==> src/rtl/dphy_clk_pkg.sv <==
`timescale 1ns/1ps
package dphy_clk_pkg;

  typedef enum logic [3:0] {
    CL_STOP, CL_RQST, CL_PREP, CL_ZERO, CL_PRE, CL_ACTIVE,
    CL_POST, CL_TRAIL, CL_UENT, CL_ULPS, CL_UEXIT
  } cl_state_e;

  localparam int unsigned NUM_TIM = 6;
  localparam int unsigned TIM_W   = $clog2(NUM_TIM);

  localparam logic [TIM_W-1:0] TIM_LPX   = TIM_W'(0);
  localparam logic [TIM_W-1:0] TIM_PREP  = TIM_W'(1);
  localparam logic [TIM_W-1:0] TIM_ZERO  = TIM_W'(2);
  localparam logic [TIM_W-1:0] TIM_PRE   = TIM_W'(3);
  localparam logic [TIM_W-1:0] TIM_POST  = TIM_W'(4);
  localparam logic [TIM_W-1:0] TIM_TRAIL = TIM_W'(5);

  typedef struct packed {
    logic lp_dp;
    logic lp_dn;
    logic lp_en;
    logic hs_en;
    logic hs_tog;
    logic go;
  } cl_drv_t;

  function automatic logic is_timed(cl_state_e s);
    case (s)
      CL_RQST, CL_PREP, CL_ZERO, CL_PRE, CL_POST, CL_TRAIL,
      CL_UENT, CL_UEXIT: is_timed = 1'b1;
      default:           is_timed = 1'b0;
    endcase
  endfunction

  function automatic logic [TIM_W-1:0] tim_of(cl_state_e s);
    case (s)
      CL_PREP:  tim_of = TIM_PREP;
      CL_ZERO:  tim_of = TIM_ZERO;
      CL_PRE:   tim_of = TIM_PRE;
      CL_POST:  tim_of = TIM_POST;
      CL_TRAIL: tim_of = TIM_TRAIL;
      default:  tim_of = TIM_LPX;
    endcase
  endfunction

  function automatic cl_drv_t drv_of(cl_state_e s);
    cl_drv_t d;
    d = '0;
    case (s)
      CL_STOP:   begin d.lp_dp = 1'b1; d.lp_dn = 1'b1; d.lp_en = 1'b1; end
      CL_RQST:   begin d.lp_dn = 1'b1; d.lp_en = 1'b1; end
      CL_PREP:   d.lp_en = 1'b1;
      CL_ZERO:   d.hs_en = 1'b1;
      CL_PRE:    begin d.hs_en = 1'b1; d.hs_tog = 1'b1; end
      CL_ACTIVE: begin d.hs_en = 1'b1; d.hs_tog = 1'b1; d.go = 1'b1; end
      CL_POST:   begin d.hs_en = 1'b1; d.hs_tog = 1'b1; end
      CL_TRAIL:  d.hs_en = 1'b1;
      CL_UENT,
      CL_UEXIT:  begin d.lp_dp = 1'b1; d.lp_en = 1'b1; end
      CL_ULPS:   d.lp_en = 1'b1;
      default:   d = '0;
    endcase
    return d;
  endfunction

endpackage

==> src/rtl/clk_seq_timer.sv <==
`timescale 1ns/1ps
module clk_seq_timer #(
  parameter int unsigned CNT_W = 8
) (
  input  logic             clk_i,
  input  logic             rst_ni,
  input  logic             load_i,
  input  logic [CNT_W-1:0] val_i,
  output logic             last_o
);
  logic [CNT_W-1:0] cnt_q;

  always_ff @(posedge clk_i or negedge rst_ni) begin
    if (!rst_ni) begin
      cnt_q <= CNT_W'(1);
    end else if (load_i) begin
      // zero is treated as a single cycle
      cnt_q <= (val_i == '0) ? CNT_W'(1) : val_i;
    end else if (cnt_q > CNT_W'(1)) begin
      cnt_q <= cnt_q - CNT_W'(1);
    end
  end

  assign last_o = (cnt_q <= CNT_W'(1));
endmodule

==> src/rtl/clk_seq_fsm.sv <==
`timescale 1ns/1ps
module clk_seq_fsm
  import dphy_clk_pkg::*;
(
  input  logic             clk_i,
  input  logic             rst_ni,
  input  logic             hs_req_i,
  input  logic             data_idle_i,
  input  logic             ulps_req_i,
  input  logic             pwr_down_i,
  input  logic             tim_last_i,
  output cl_state_e        state_o,
  output logic             load_o,
  output logic [TIM_W-1:0] load_sel_o
);
  cl_state_e state_q, state_n;

  always_comb begin
    state_n = state_q;
    if (pwr_down_i) begin
      state_n = CL_STOP;
    end else begin
      case (state_q)
        CL_STOP: begin
          if (hs_req_i)        state_n = CL_RQST;
          else if (ulps_req_i) state_n = CL_UENT;
        end
        CL_RQST:   if (tim_last_i) state_n = CL_PREP;
        CL_PREP:   if (tim_last_i) state_n = CL_ZERO;
        CL_ZERO:   if (tim_last_i) state_n = CL_PRE;
        CL_PRE:    if (tim_last_i) state_n = CL_ACTIVE;
        CL_ACTIVE: if (!hs_req_i && data_idle_i) state_n = CL_POST;
        CL_POST:   if (tim_last_i) state_n = CL_TRAIL;
        CL_TRAIL:  if (tim_last_i) state_n = CL_STOP;
        CL_UENT:   if (tim_last_i) state_n = CL_ULPS;
        CL_ULPS:   if (!ulps_req_i) state_n = CL_UEXIT;
        CL_UEXIT:  if (tim_last_i) state_n = CL_STOP;
        default:   state_n = CL_STOP;
      endcase
    end
  end

  always_ff @(posedge clk_i or negedge rst_ni) begin
    if (!rst_ni) state_q <= CL_STOP;
    else         state_q <= state_n;
  end

  assign load_o     = (state_n != state_q) && is_timed(state_n);
  assign load_sel_o = tim_of(state_n);
  assign state_o    = state_q;
endmodule

==> src/rtl/lane_en_ovr.sv <==
`timescale 1ns/1ps
module lane_en_ovr #(
  parameter int unsigned NUM_EN = 2
) (
  input  logic [NUM_EN-1:0] fsm_en_i,
  input  logic [NUM_EN-1:0] sel_i,
  input  logic [NUM_EN-1:0] val_i,
  input  logic              kill_i,
  output logic [NUM_EN-1:0] en_o
);
  for (genvar g = 0; g < NUM_EN; g++) begin : g_en
    assign en_o[g] = kill_i ? 1'b0 : (sel_i[g] ? val_i[g] : fsm_en_i[g]);
  end
endmodule

==> src/rtl/dphy_clk_lane_seq.sv <==
`timescale 1ns/1ps
module dphy_clk_lane_seq
  import dphy_clk_pkg::*;
#(
  parameter int unsigned CNT_W = 8
) (
  input  logic             clk_i,
  input  logic             rst_ni,
  input  logic             hs_req_i,
  input  logic             data_idle_i,
  input  logic             ulps_req_i,
  input  logic             pwr_down_i,
  input  logic             mbias_ready_i,
  input  logic [CNT_W-1:0] t_lpx_i,
  input  logic [CNT_W-1:0] t_prep_i,
  input  logic [CNT_W-1:0] t_zero_i,
  input  logic [CNT_W-1:0] t_pre_i,
  input  logic [CNT_W-1:0] t_post_i,
  input  logic [CNT_W-1:0] t_trail_i,
  input  logic             hs_ovr_sel_i,
  input  logic             hs_ovr_val_i,
  input  logic             lp_ovr_sel_i,
  input  logic             lp_ovr_val_i,
  output logic             hs_en_o,
  output logic             lp_en_o,
  output logic             hs_toggle_o,
  output logic             lp_dp_o,
  output logic             lp_dn_o,
  output logic             data_go_o,
  output logic [3:0]       status_o
);
  localparam int unsigned NUM_EN = 2;
  localparam int unsigned EN_HS  = 0;
  localparam int unsigned EN_LP  = 1;

  cl_state_e        state;
  cl_drv_t          drv;
  logic             tim_load, tim_last;
  logic [TIM_W-1:0] tim_sel;
  logic [CNT_W-1:0] tim_val;
  logic [CNT_W-1:0] dur [NUM_TIM];
  logic [NUM_EN-1:0] fsm_en, ovr_sel, ovr_val, en;

  assign dur[TIM_LPX]   = t_lpx_i;
  assign dur[TIM_PREP]  = t_prep_i;
  assign dur[TIM_ZERO]  = t_zero_i;
  assign dur[TIM_PRE]   = t_pre_i;
  assign dur[TIM_POST]  = t_post_i;
  assign dur[TIM_TRAIL] = t_trail_i;
  assign tim_val        = dur[tim_sel];

  clk_seq_fsm u_fsm (
    .clk_i       (clk_i),
    .rst_ni      (rst_ni),
    .hs_req_i    (hs_req_i),
    .data_idle_i (data_idle_i),
    .ulps_req_i  (ulps_req_i),
    .pwr_down_i  (pwr_down_i),
    .tim_last_i  (tim_last),
    .state_o     (state),
    .load_o      (tim_load),
    .load_sel_o  (tim_sel)
  );

  clk_seq_timer #(.CNT_W(CNT_W)) u_timer (
    .clk_i  (clk_i),
    .rst_ni (rst_ni),
    .load_i (tim_load),
    .val_i  (tim_val),
    .last_o (tim_last)
  );

  assign drv = drv_of(state);

  assign fsm_en[EN_HS]  = drv.hs_en;
  assign fsm_en[EN_LP]  = drv.lp_en;
  assign ovr_sel[EN_HS] = hs_ovr_sel_i;
  assign ovr_sel[EN_LP] = lp_ovr_sel_i;
  assign ovr_val[EN_HS] = hs_ovr_val_i;
  assign ovr_val[EN_LP] = lp_ovr_val_i;

  lane_en_ovr #(.NUM_EN(NUM_EN)) u_ovr (
    .fsm_en_i (fsm_en),
    .sel_i    (ovr_sel),
    .val_i    (ovr_val),
    .kill_i   (pwr_down_i),
    .en_o     (en)
  );

  assign hs_en_o     = en[EN_HS];
  assign lp_en_o     = en[EN_LP];
  assign hs_toggle_o = drv.hs_tog;
  assign lp_dp_o     = drv.lp_dp;
  assign lp_dn_o     = drv.lp_dn;
  assign data_go_o   = drv.go & ~pwr_down_i;
  assign status_o    = {mbias_ready_i, state == CL_STOP, state == CL_ULPS, drv.hs_tog};
endmodule

==> config.mk <==
export PLATFORM = sky130hd
export DESIGN_NAME = dphy_clk_lane_seq
export DESIGN_NICKNAME = d
export VERILOG_FILES = /design/src/rtl/dphy_clk_pkg.sv /design/src/rtl/clk_seq_timer.sv /design/src/rtl/clk_seq_fsm.sv /design/src/rtl/lane_en_ovr.sv /design/src/rtl/dphy_clk_lane_seq.sv
export SDC_FILE = /design/constraint.sdc
export NUM_CORES = 1
export LEC_CHECK = 0
export ABC_CLOCK_PERIOD_IN_PS = 9450
export BUFFER_PORTS_ARGS = -buffer_cell sky130_fd_sc_hd__buf_2
export CAP_MARGIN = 20
export CORE_UTILIZATION = 40
export CTS_BUF_LIST = sky130_fd_sc_hd__clkbuf_8
export CTS_CLUSTER_SIZE = 40
export DETAILED_ROUTE_END_ITERATION = 16
export GPL_ROUTABILITY_DRIVEN = 0
export PLACE_DENSITY = 0.73
export SYNTH_ARGS = -nofsm -noshare
export SYNTH_HDL_FRONTEND = slang
export SYNTH_HIERARCHICAL = 1
export SYNTH_SLANG_ARGS = --single-unit
export TNS_END_PERCENT = 100
==> constraint.sdc <==
create_clock -name clk_i -period 9.45 [get_ports clk_i]
set_input_delay 0.4725 -clock clk_i [delete_from_list [all_inputs] [get_ports clk_i]]
set_output_delay 0.4725 -clock clk_i [all_outputs]
set_load 0.02 [all_outputs]
==> summary.md, run 1 <==
| Metric | Value |
|---|---|
| Die Footprint | roughly 4400 um2 |
| Simple-Gate Fraction of Synth Area | roughly 22% |
| Resized Gates After CTS | 0 |
| WL/cell | 14.3 um |
| Synth async-reset ratio | 100% |
| Area growth, synth to finish | 19.4% |
| Vias in the first global route | about 1.5k |
| Clock buffer depth | 2 |
| Internal power | between 0.00015 and 0.0002 W |
| Share of layout cells above drive strength 1 | between 30% and 40% |
| Adder-Cell Fraction of Synth Area | about 2.2% |
| First-pass GRT wire length | a little under 7 mm |
| Worst EP arrival | between 4 and 5 ns |
| H-tree depth | 1 |
| Critical Path Max Stage Delay | approximately 0.66 ns |
| Power, Total | approximately 0.00031 W |
| Syn Area/Cell | around 8.7 um2 |
| Filler cells | around 380 |
| Synth area leader | dfrtp_1 |
| Reg-to-reg slack, setup | ~4.8 ns |
| Die W | roughly 67 um |
| VDD IR max | about 0.16 mV |
| Measured slew at the worst slew-check pin | between 0.7 and 0.8 ns |
| Dpl cells | a little under 300 |
| Critical path class | reg -> reg |
| Post-synthesis cell count | between 150 and 200 |
| Hold WC Path Type | in -> async |
| Setup violations, final | 0 |
| Setup tns final | 0 ns |
| CP max-delay cell | nor3_2 |
| Reg2Reg Depth | 14 |
| Net Sw Power | 0.000132 W |
| RSZ-0062 raised after global routing | false |
| CTS clk-pin slew, worst paths | roughly 0.050 ns |
| Startpoint types | flip-flop |
| Top-area cell type share of the netlist area | 16.5% |
| Distinct cells, synth | 60 |
| Number of vias per cell | 5.80 |
| Dpl ws | between 4 and 5 ns |
| Die height | about 67 um |
| Max-slew headroom | 48.3% |
| Placeable Area | 4000 um2 |
| Initial core utilization | about two fifths |
| Reg2reg end | u_timer/cnt_q[0]$_DFFE_PN1P_ |
| Dpl hpwl | 3.31 mm |
| Most common flop cell mapped by yosys | dfrtp_1 |
| WL final | around 4.2 mm |
| Sequential cell area fraction in the yosys report | a little under a fifth |
| Pleak | ~0.8 nW |
| N_diodes | 0 |
| Syn. warnings | 6 |
| Post-layout min period | ~4.7 ns |
| Critical-path cell list | or4_4 > nor3_2 > nand3_1 > xor2_1 > nor3_4 > inv_2 > or3_1 > nand3_1 > mux2i_1 > o32a_1 > o21ai_0 > nor4_1 > a21oi_1 > a221oi_2 |
| Final non-filler cell total | approximately 300 |
| Final hold violation count | 0 |
| Largest family of logic cells by synthesized area | compound AO/OA/AOI/OAI gates |
| Status | finished, final reports clean |
| Clk sinks | 12 |
| Setup Skew | 0.00432 ns |
| Initial antenna violation count | 0 |
| Row count | 23 |
| Max Fanout on Critical Path | 17 |
| Via count | about 1.7k |
| Clock Latency Late Sink | between 0.2 and 0.25 ns |
| Post-CTS Setup Inserts | 0 |
| Mux cell area share after synthesis | 16.2% |
| Num CTS Buffers | 3 |
| Post-synth EDFFs | 0 |
| Worst reg2reg startpoint | u_timer/cnt_q[3]$_DFFE_PN0P_ |
| Port bufs | 66 |
| Area contributors post-synth | dfrtp_1 (16%), mux2i_1 (16%), o32a_1 (4.8%), buf_6 (3.4%), nor2_1 (2.9%) |
| Count of final max-slew check failures | 0 |
| Hold-fix buffers at CTS | 0 |
| Root buffer cell | clkbuf_8 |
| Xor/xnor share of the synthesized area | under 10% |
| Pwr per Cell Area | around 160 nW/um2 |
| Final Cycle Share | about half |
| Switching Share | roughly two fifths |
| Count leader, synth | mux2i_1 |
| Drc violations | 0 |
| Pin count of the biggest net entering global routing | 22 |
| Crit path top cell by count | nand3_1 |
| Req. time, crit path | around 9.6 ns |
| TritonCTS clock tree | built |
| Synth Area in Compound Gates | just under 30% |
| Max-Cap Viols | 0 |
| Yosys reg bits | 12 |
| Nets@finish | between 300 and 400 |
| Gr usage total | ~20% |
| DRT Pass-1 Iters | 4 |
| Clk pwr share | 17.3% |
| Comb pwr share | roughly 50% |
| Fmax | 215 MHz |
| Cell Area, Synth | approximately 1700 um2 |
| Most frequent cells after synthesis | mux2i_1 (27), nor2_1 (13), dfrtp_1 (11) |
| Sequential power share | between 30 and 40% |
| Drt initial violations | 160 |
| Setup ws final | approximately 4.8 ns |
| Antenna-violating nets left | 0 |
| Syn_nets | between 200 and 300 |
| Global route overflow | 0 |
| I/O pins | slightly below 70 |
| Worst setup EP type | flip-flop |
-- logic make-up after synthesis --
family,count (synthesis)
compound gates,62
simple gates,59
fa+ha+maj,3
flops,12
buf+inv,27
mux,27
xor+xnor,3
-- routing by layer --
| metal | track usage (%) | up-vias | wire (um) |
|---|---|---|---|
| li1 | - | 863 | - |
| met1 | 28.7 | 813 | 1930 |
| met2 | 30.9 | 41 | 2100 |
| met3 | 3.08 | 6 | 151 |
| met4 | 4.52 | 0 | 58 |
| met5 | 0 | - | 0 |
-- critical path, delay by kind of cell (launching register included) --
| family | cells | cell delay (ns) |
|---|---|---|
| AO/OA/AOI/OAI | 4 | 0.74 |
| flip-flops | 1 | 0.42 |
| XOR/XNOR | 1 | 0.20 |
| multiplexers | 1 | 0.25 |
| AND/OR/NAND/NOR | 7 | 2.88 |
| buffers and inverters | 1 | 0.07 |
-- state kept, by name (all words and copies together) (netlist names) --
name,count
u_timer/cnt_q,8
u_fsm/state_o,4
-- cells in the final DEF, fill, tap and decap left out, types with 4 or more instances in the layout --
cell	instances
clkbuf_8	4
o31ai_1	4
o32a_1	8
nor2_1	13
nand3_1	4
mux2i_1	27
o21ai_0	8
nor4_1	4
a21oi_1	8
nor4b_1	4
nand2_1	6
dfrtp_1	11
buf_2	66
inv_1	8
nor3_1	5
-- stage by stage --
| stage | util, % | cell area (um2) | hold slack [ns] |
|---|---|---|---|
| final | 50.0 | 2000 | 0.0974 |
| after global routing | 50.0 | 2000 | 0.115 |
| after CTS | 50.0 | 2000 | 0.109 |
| after detailed placement | 48.6 | 1940 | 0.363 |
| after global placement | 48.6 | 1940 | 0.365 |
| after floorplan | - | 1670 | 0.177 |
-- area by class of cell --
type / instances / area, um2 / area share, %
multi-input combinational: 154 / 1200 / 60.0
timing repair buffer: 68 / 345 / 17.3
sequential: 12 / 302 / 15.1
tap: 50 / 62.6 / 3.13
clock buffer: 4 / 55.1 / 2.76
inverter: 9 / 33.8 / 1.69
-- power groups by stage --
stage,Sequential [W],Clock [W],Combinational (W)
floorplan,0.0000899,0,0.000131
global placement,0.000103,0,0.000152
detailed placement,0.000103,0,0.000154
CTS,0.000102,0.0000552,0.000155
global route,0.000108,0.0000584,0.000174
finish,0.000103,0.0000544,0.000156
-- worst max path at each step --
stage	start	end	slack, ns
2_1_floorplan	u_timer/cnt_q[3]$_DFFE_PN0P_	u_timer/cnt_q[0]$_DFFE_PN1P_	5.55
3_3_place_gp	u_timer/cnt_q[3]$_DFFE_PN0P_	u_timer/cnt_q[0]$_DFFE_PN1P_	4.99
3_5_place_dp	u_timer/cnt_q[3]$_DFFE_PN0P_	u_timer/cnt_q[0]$_DFFE_PN1P_	4.83
4_1_cts	u_timer/cnt_q[3]$_DFFE_PN0P_	u_timer/cnt_q[0]$_DFFE_PN1P_	4.81
5_1_grt	u_timer/cnt_q[3]$_DFFE_PN0P_	u_timer/cnt_q[0]$_DFFE_PN1P_	4.40
6_report	u_timer/cnt_q[3]$_DFFE_PN0P_	u_timer/cnt_q[0]$_DFFE_PN1P_	4.79
Power figures use the tool's default switching activity.
==> run 2: changes to the inputs <==
--- a/config.mk
+++ b/config.mk
@@ -5,7 +5,7 @@
 export SDC_FILE = /design/constraint.sdc
 export NUM_CORES = 1
 export LEC_CHECK = 0
-export ABC_CLOCK_PERIOD_IN_PS = 9450
+export ABC_CLOCK_PERIOD_IN_PS = 4650
 export BUFFER_PORTS_ARGS = -buffer_cell sky130_fd_sc_hd__buf_2
 export CAP_MARGIN = 20
 export CORE_UTILIZATION = 40
==> constraint.sdc (replaced) <==
create_clock -name clk_i -period 4.65 [get_ports clk_i]
set_input_delay 0.2325 -clock clk_i [delete_from_list [all_inputs] [get_ports clk_i]]
set_output_delay 0.2325 -clock clk_i [all_outputs]
set_load 0.02 [all_outputs]
==> run 2 against run 1 <==
  * Flip-flop and latch count is the same
  * Sequential share of layout area shrank 0.19 points
  * Global-route usage shrank 1.2 points
  * Clock skew shrank 0.0011 ns
  * Utilization grew 0.63 points
  * Largest power group unchanged
  * Routed wire length shrank 2.0%
==> summary.md, run 2 (synthesis gave the netlist of run 1 again) <==
| Metric | Value |
|---|---|
| Comb pwr share | 49.1% (was 49.8%) |
| Gr usage total | 18.7% (was 20.0%) |
| Vias in the first global route | 1408 (was 1466) |
| Post-layout min period | 4.25 ns (was 4.66 ns) |
| Port bufs | 66 (unchanged) |
| Clk pwr share | 18.0% (was 17.3%) |
| Routing usage on met1 | 25.6% (was 28.7%) |
| WL final | 4.16 mm (was 4.24 mm) |
| Reg-to-reg slack, setup | 0.40 ns (was 4.79 ns) |
| Sequential power share | 32.9% (about the same) |
| Pleak | 0.837 nW (was 0.822 nW) |
| Die height | 66.7 um (unchanged) |
| Critical Path Max Stage Delay | 0.61 ns (was 0.66 ns) |
| RSZ-0062 raised after global routing | false (unchanged) |
| Measured slew at the worst slew-check pin | 0.691 ns (was 0.773 ns) |
| Placeable Area | 4000 um2 (unchanged) |
| Setup tns final | 0 ns (unchanged) |
| Req. time, crit path | 4.81 ns (was 9.60 ns) |
| Startpoint types | flip-flop (unchanged) |
| Max-slew headroom | 54.0% (was 48.3%) |
| Count of final max-slew check failures | 0 (unchanged) |
| Hold WC Path Type | in -> reg (was in -> async) |
| DRT Pass-1 Iters | 4 (unchanged) |
| Most common cell after layout, fill and taps aside | buf_2 (unchanged) |
| Drc violations | 0 (unchanged) |
| N_diodes | 0 (unchanged) |
| Max Fanout on Critical Path | 17 (unchanged) |
| Filler cells | 394 (was 382) |
| Clock Latency Late Sink | 0.25 ns (was 0.24 ns) |
| WL/cell | 13.9 um (was 14.3 um) |
| Drt initial violations | 143 (was 160) |
| Pin count of the biggest net entering global routing | 22 (unchanged) |
| Dpl cells | 295 (was 293) |
| CP max-delay cell | or4_4 (was nor3_2) |
| TritonCTS clock tree | built (unchanged) |
| Global route overflow | 0 (unchanged) |
| Grt peak-use layer | met2 (unchanged) |
| Register bank with the most flops | u_timer/cnt_q (unchanged) |
| Final hold violation count | 0 (unchanged) |
| Max-Cap Viols | 0 (unchanged) |
| Fmax | 235 MHz (was 215 MHz) |
| Pwr per Cell Area | 318 nW/um2 (was 157 nW/um2) |
| Crit path buf inv count | 3 (was 1) |
| GR Util met2 | 28.9% (was 30.9%) |
| Die W | 66.7 um (unchanged) |
| Die Footprint | 4440 um2 (unchanged) |
| Clock buffer depth | 2 (unchanged) |
| Dpl hpwl | 3.24 mm (was 3.31 mm) |
| Setup violations, final | 0 (unchanged) |
| Critical path class | reg -> reg (unchanged) |
| Final non-filler cell total | 300 (was 297) |
| Setup Skew | 0.00326 ns (was 0.00432 ns) |
| Row count | 23 (unchanged) |
| CTS clk-pin slew, worst paths | 0.05 ns (about the same) |
| I/O pins | 69 (unchanged) |
| Via count | 1694 (was 1723) |
| Net Sw Power | 0.000271 W (was 0.000132 W) |
| First-pass GRT wire length | 6.40 mm (was 6.84 mm) |
| Worst path top cell family by delay | simple AND/OR/NAND/NOR gates (unchanged) |
| Internal power | 0.000372 W (was 0.000182 W) |
| Status | finished, final reports clean (unchanged) |
| Commonest cells after routing, fill and taps aside | buf_2 (66), mux2i_1 (27), nor2_1 (13) (unchanged) |
| Share of layout cells above drive strength 1 | 37.6% (was 37.2%) |
| H-tree depth | 1 (unchanged) |
| Met3 Usage GRT | 4.11% (was 3.08%) |
| VDD IR max | 0.282 mV (was 0.160 mV) |
| Number of vias per cell | 5.65 (was 5.80) |
| Worst EP arrival | 4.41 ns (was 4.81 ns) |
| Initial core utilization | 41.8% (unchanged) |
| Num CTS Buffers | 3 (unchanged) |
| Final Cycle Share | 91.4% (was 49.3%) |
| Switching Share | 42.1% (was 41.9%) |
| Worst setup EP type | flip-flop (unchanged) |
| Area growth, synth to finish | 20.9% (was 19.4%) |
| Antenna-violating nets left | 0 (unchanged) |
| Max reg flops | 8 (unchanged) |
| Critical-path cell list | or4_4 > nor3_2 > buf_4 > nand3_1 > xor2_1 > nor3_4 > inv_2 > or3_1 > nand3_1 > buf_4 > mux2i_1 > o32a_1 > o21ai_0 > nor4_1 > a21oi_1 > a221oi_2 (was or4_4 > nor3_2 > nand3_1 > xor2_1 > nor3_4 > inv_2 > or3_1 > nand3_1 > mux2i_1 > o32a_1 > o21ai_0 > nor4_1 > a21oi_1 > a221oi_2) |
| Initial antenna violation count | 0 (unchanged) |
| Root buffer cell | clkbuf_8 (unchanged) |
| Nets@finish | 313 (was 310) |
| Clk sinks | 12 (unchanged) |
-- run 2: cell count changes in the layout (fill, tap and decap cells not counted), sizes merged --
cell	change
dlygate4sd3	+1
buf	+2
-- run 2: final cells by class --
class	count	area, um2	share of cell area (%)
Clock buffer	4	55.1	2.72
Inverter	9	33.8	1.67
Multi-Input combinational cell	154	1200	59.3
Sequential cell	12	302	14.9
Tap cell	50	62.6	3.09
Timing Repair Buffer	71	370	18.3
-- run 2: path summary, 6_finish.rpt --
path                                         startpoint                      endpoint  depth (start not counted)
max                        u_timer/cnt_q[3]$_DFFE_PN0P_  u_timer/cnt_q[0]$_DFFE_PN1P_                         16
min                                          pwr_down_i    u_fsm/state_o[2]$_DFF_PN0_                          2
max reg2reg                u_timer/cnt_q[3]$_DFFE_PN0P_  u_timer/cnt_q[0]$_DFFE_PN1P_                         16
min reg2reg                u_timer/cnt_q[7]$_DFFE_PN0P_  u_timer/cnt_q[7]$_DFFE_PN0P_                          2
max in group asynchronous                        rst_ni  u_timer/cnt_q[0]$_DFFE_PN1P_                          2
min in group asynchronous                        rst_ni  u_timer/cnt_q[4]$_DFFE_PN0P_                          2
-- run 2: repair_timing --
item	in CTS	in global routing
gates resized for setup	0	0
buffers inserted	0	0
hold buffers	1	0
hold endpoints to repair	11	0
-- run 2: power groups by stage --
stage / clock network (W) / logic, W / registers, W
floorplan: 0 / 0.000266 / 0.000183
global placement: 0 / 0.000305 / 0.000208
detailed placement: 0 / 0.000312 / 0.000210
CTS: 0.000118 / 0.000315 / 0.000210
global route: 0.000123 / 0.000349 / 0.000220
finish: 0.000116 / 0.000316 / 0.000212
-- run 2: per-layer routing --
metal,vias to the layer above,wire length (um)
met2,41,1990
li1,865,-
met1,781,1930
met3,7,184
met5,-,0
met4,0,48
-- run 2: per-stage QoR --
step	power (W)	worst slack, ns	cell area, um2	hold slack, ns	utilization [%]
after floorplan	0.000449	0.755	1670	-0.0631	-
after global placement	0.000513	0.460	1960	0.127	49.0
after detailed placement	0.000522	0.438	1960	0.127	49.0
after CTS	0.000643	0.422	2020	0.333	50.6
after global routing	0.000691	0.0425	2020	0.352	50.6
final	0.000644	0.400	2020	0.329	50.6
-- run 2: worst reg2reg max path: cells and delay by family, from the launching register on --
| kind | cells | cell delay [ns] |
|---|---|---|
| and+or+nand+nor | 7 | 2.10 |
| AOI/OAI and AO/OA | 4 | 0.69 |
| buffers and inverters | 3 | 0.54 |
| DFF | 1 | 0.44 |
| muxes | 1 | 0.22 |
| xor gates and xnor gates | 1 | 0.20 |
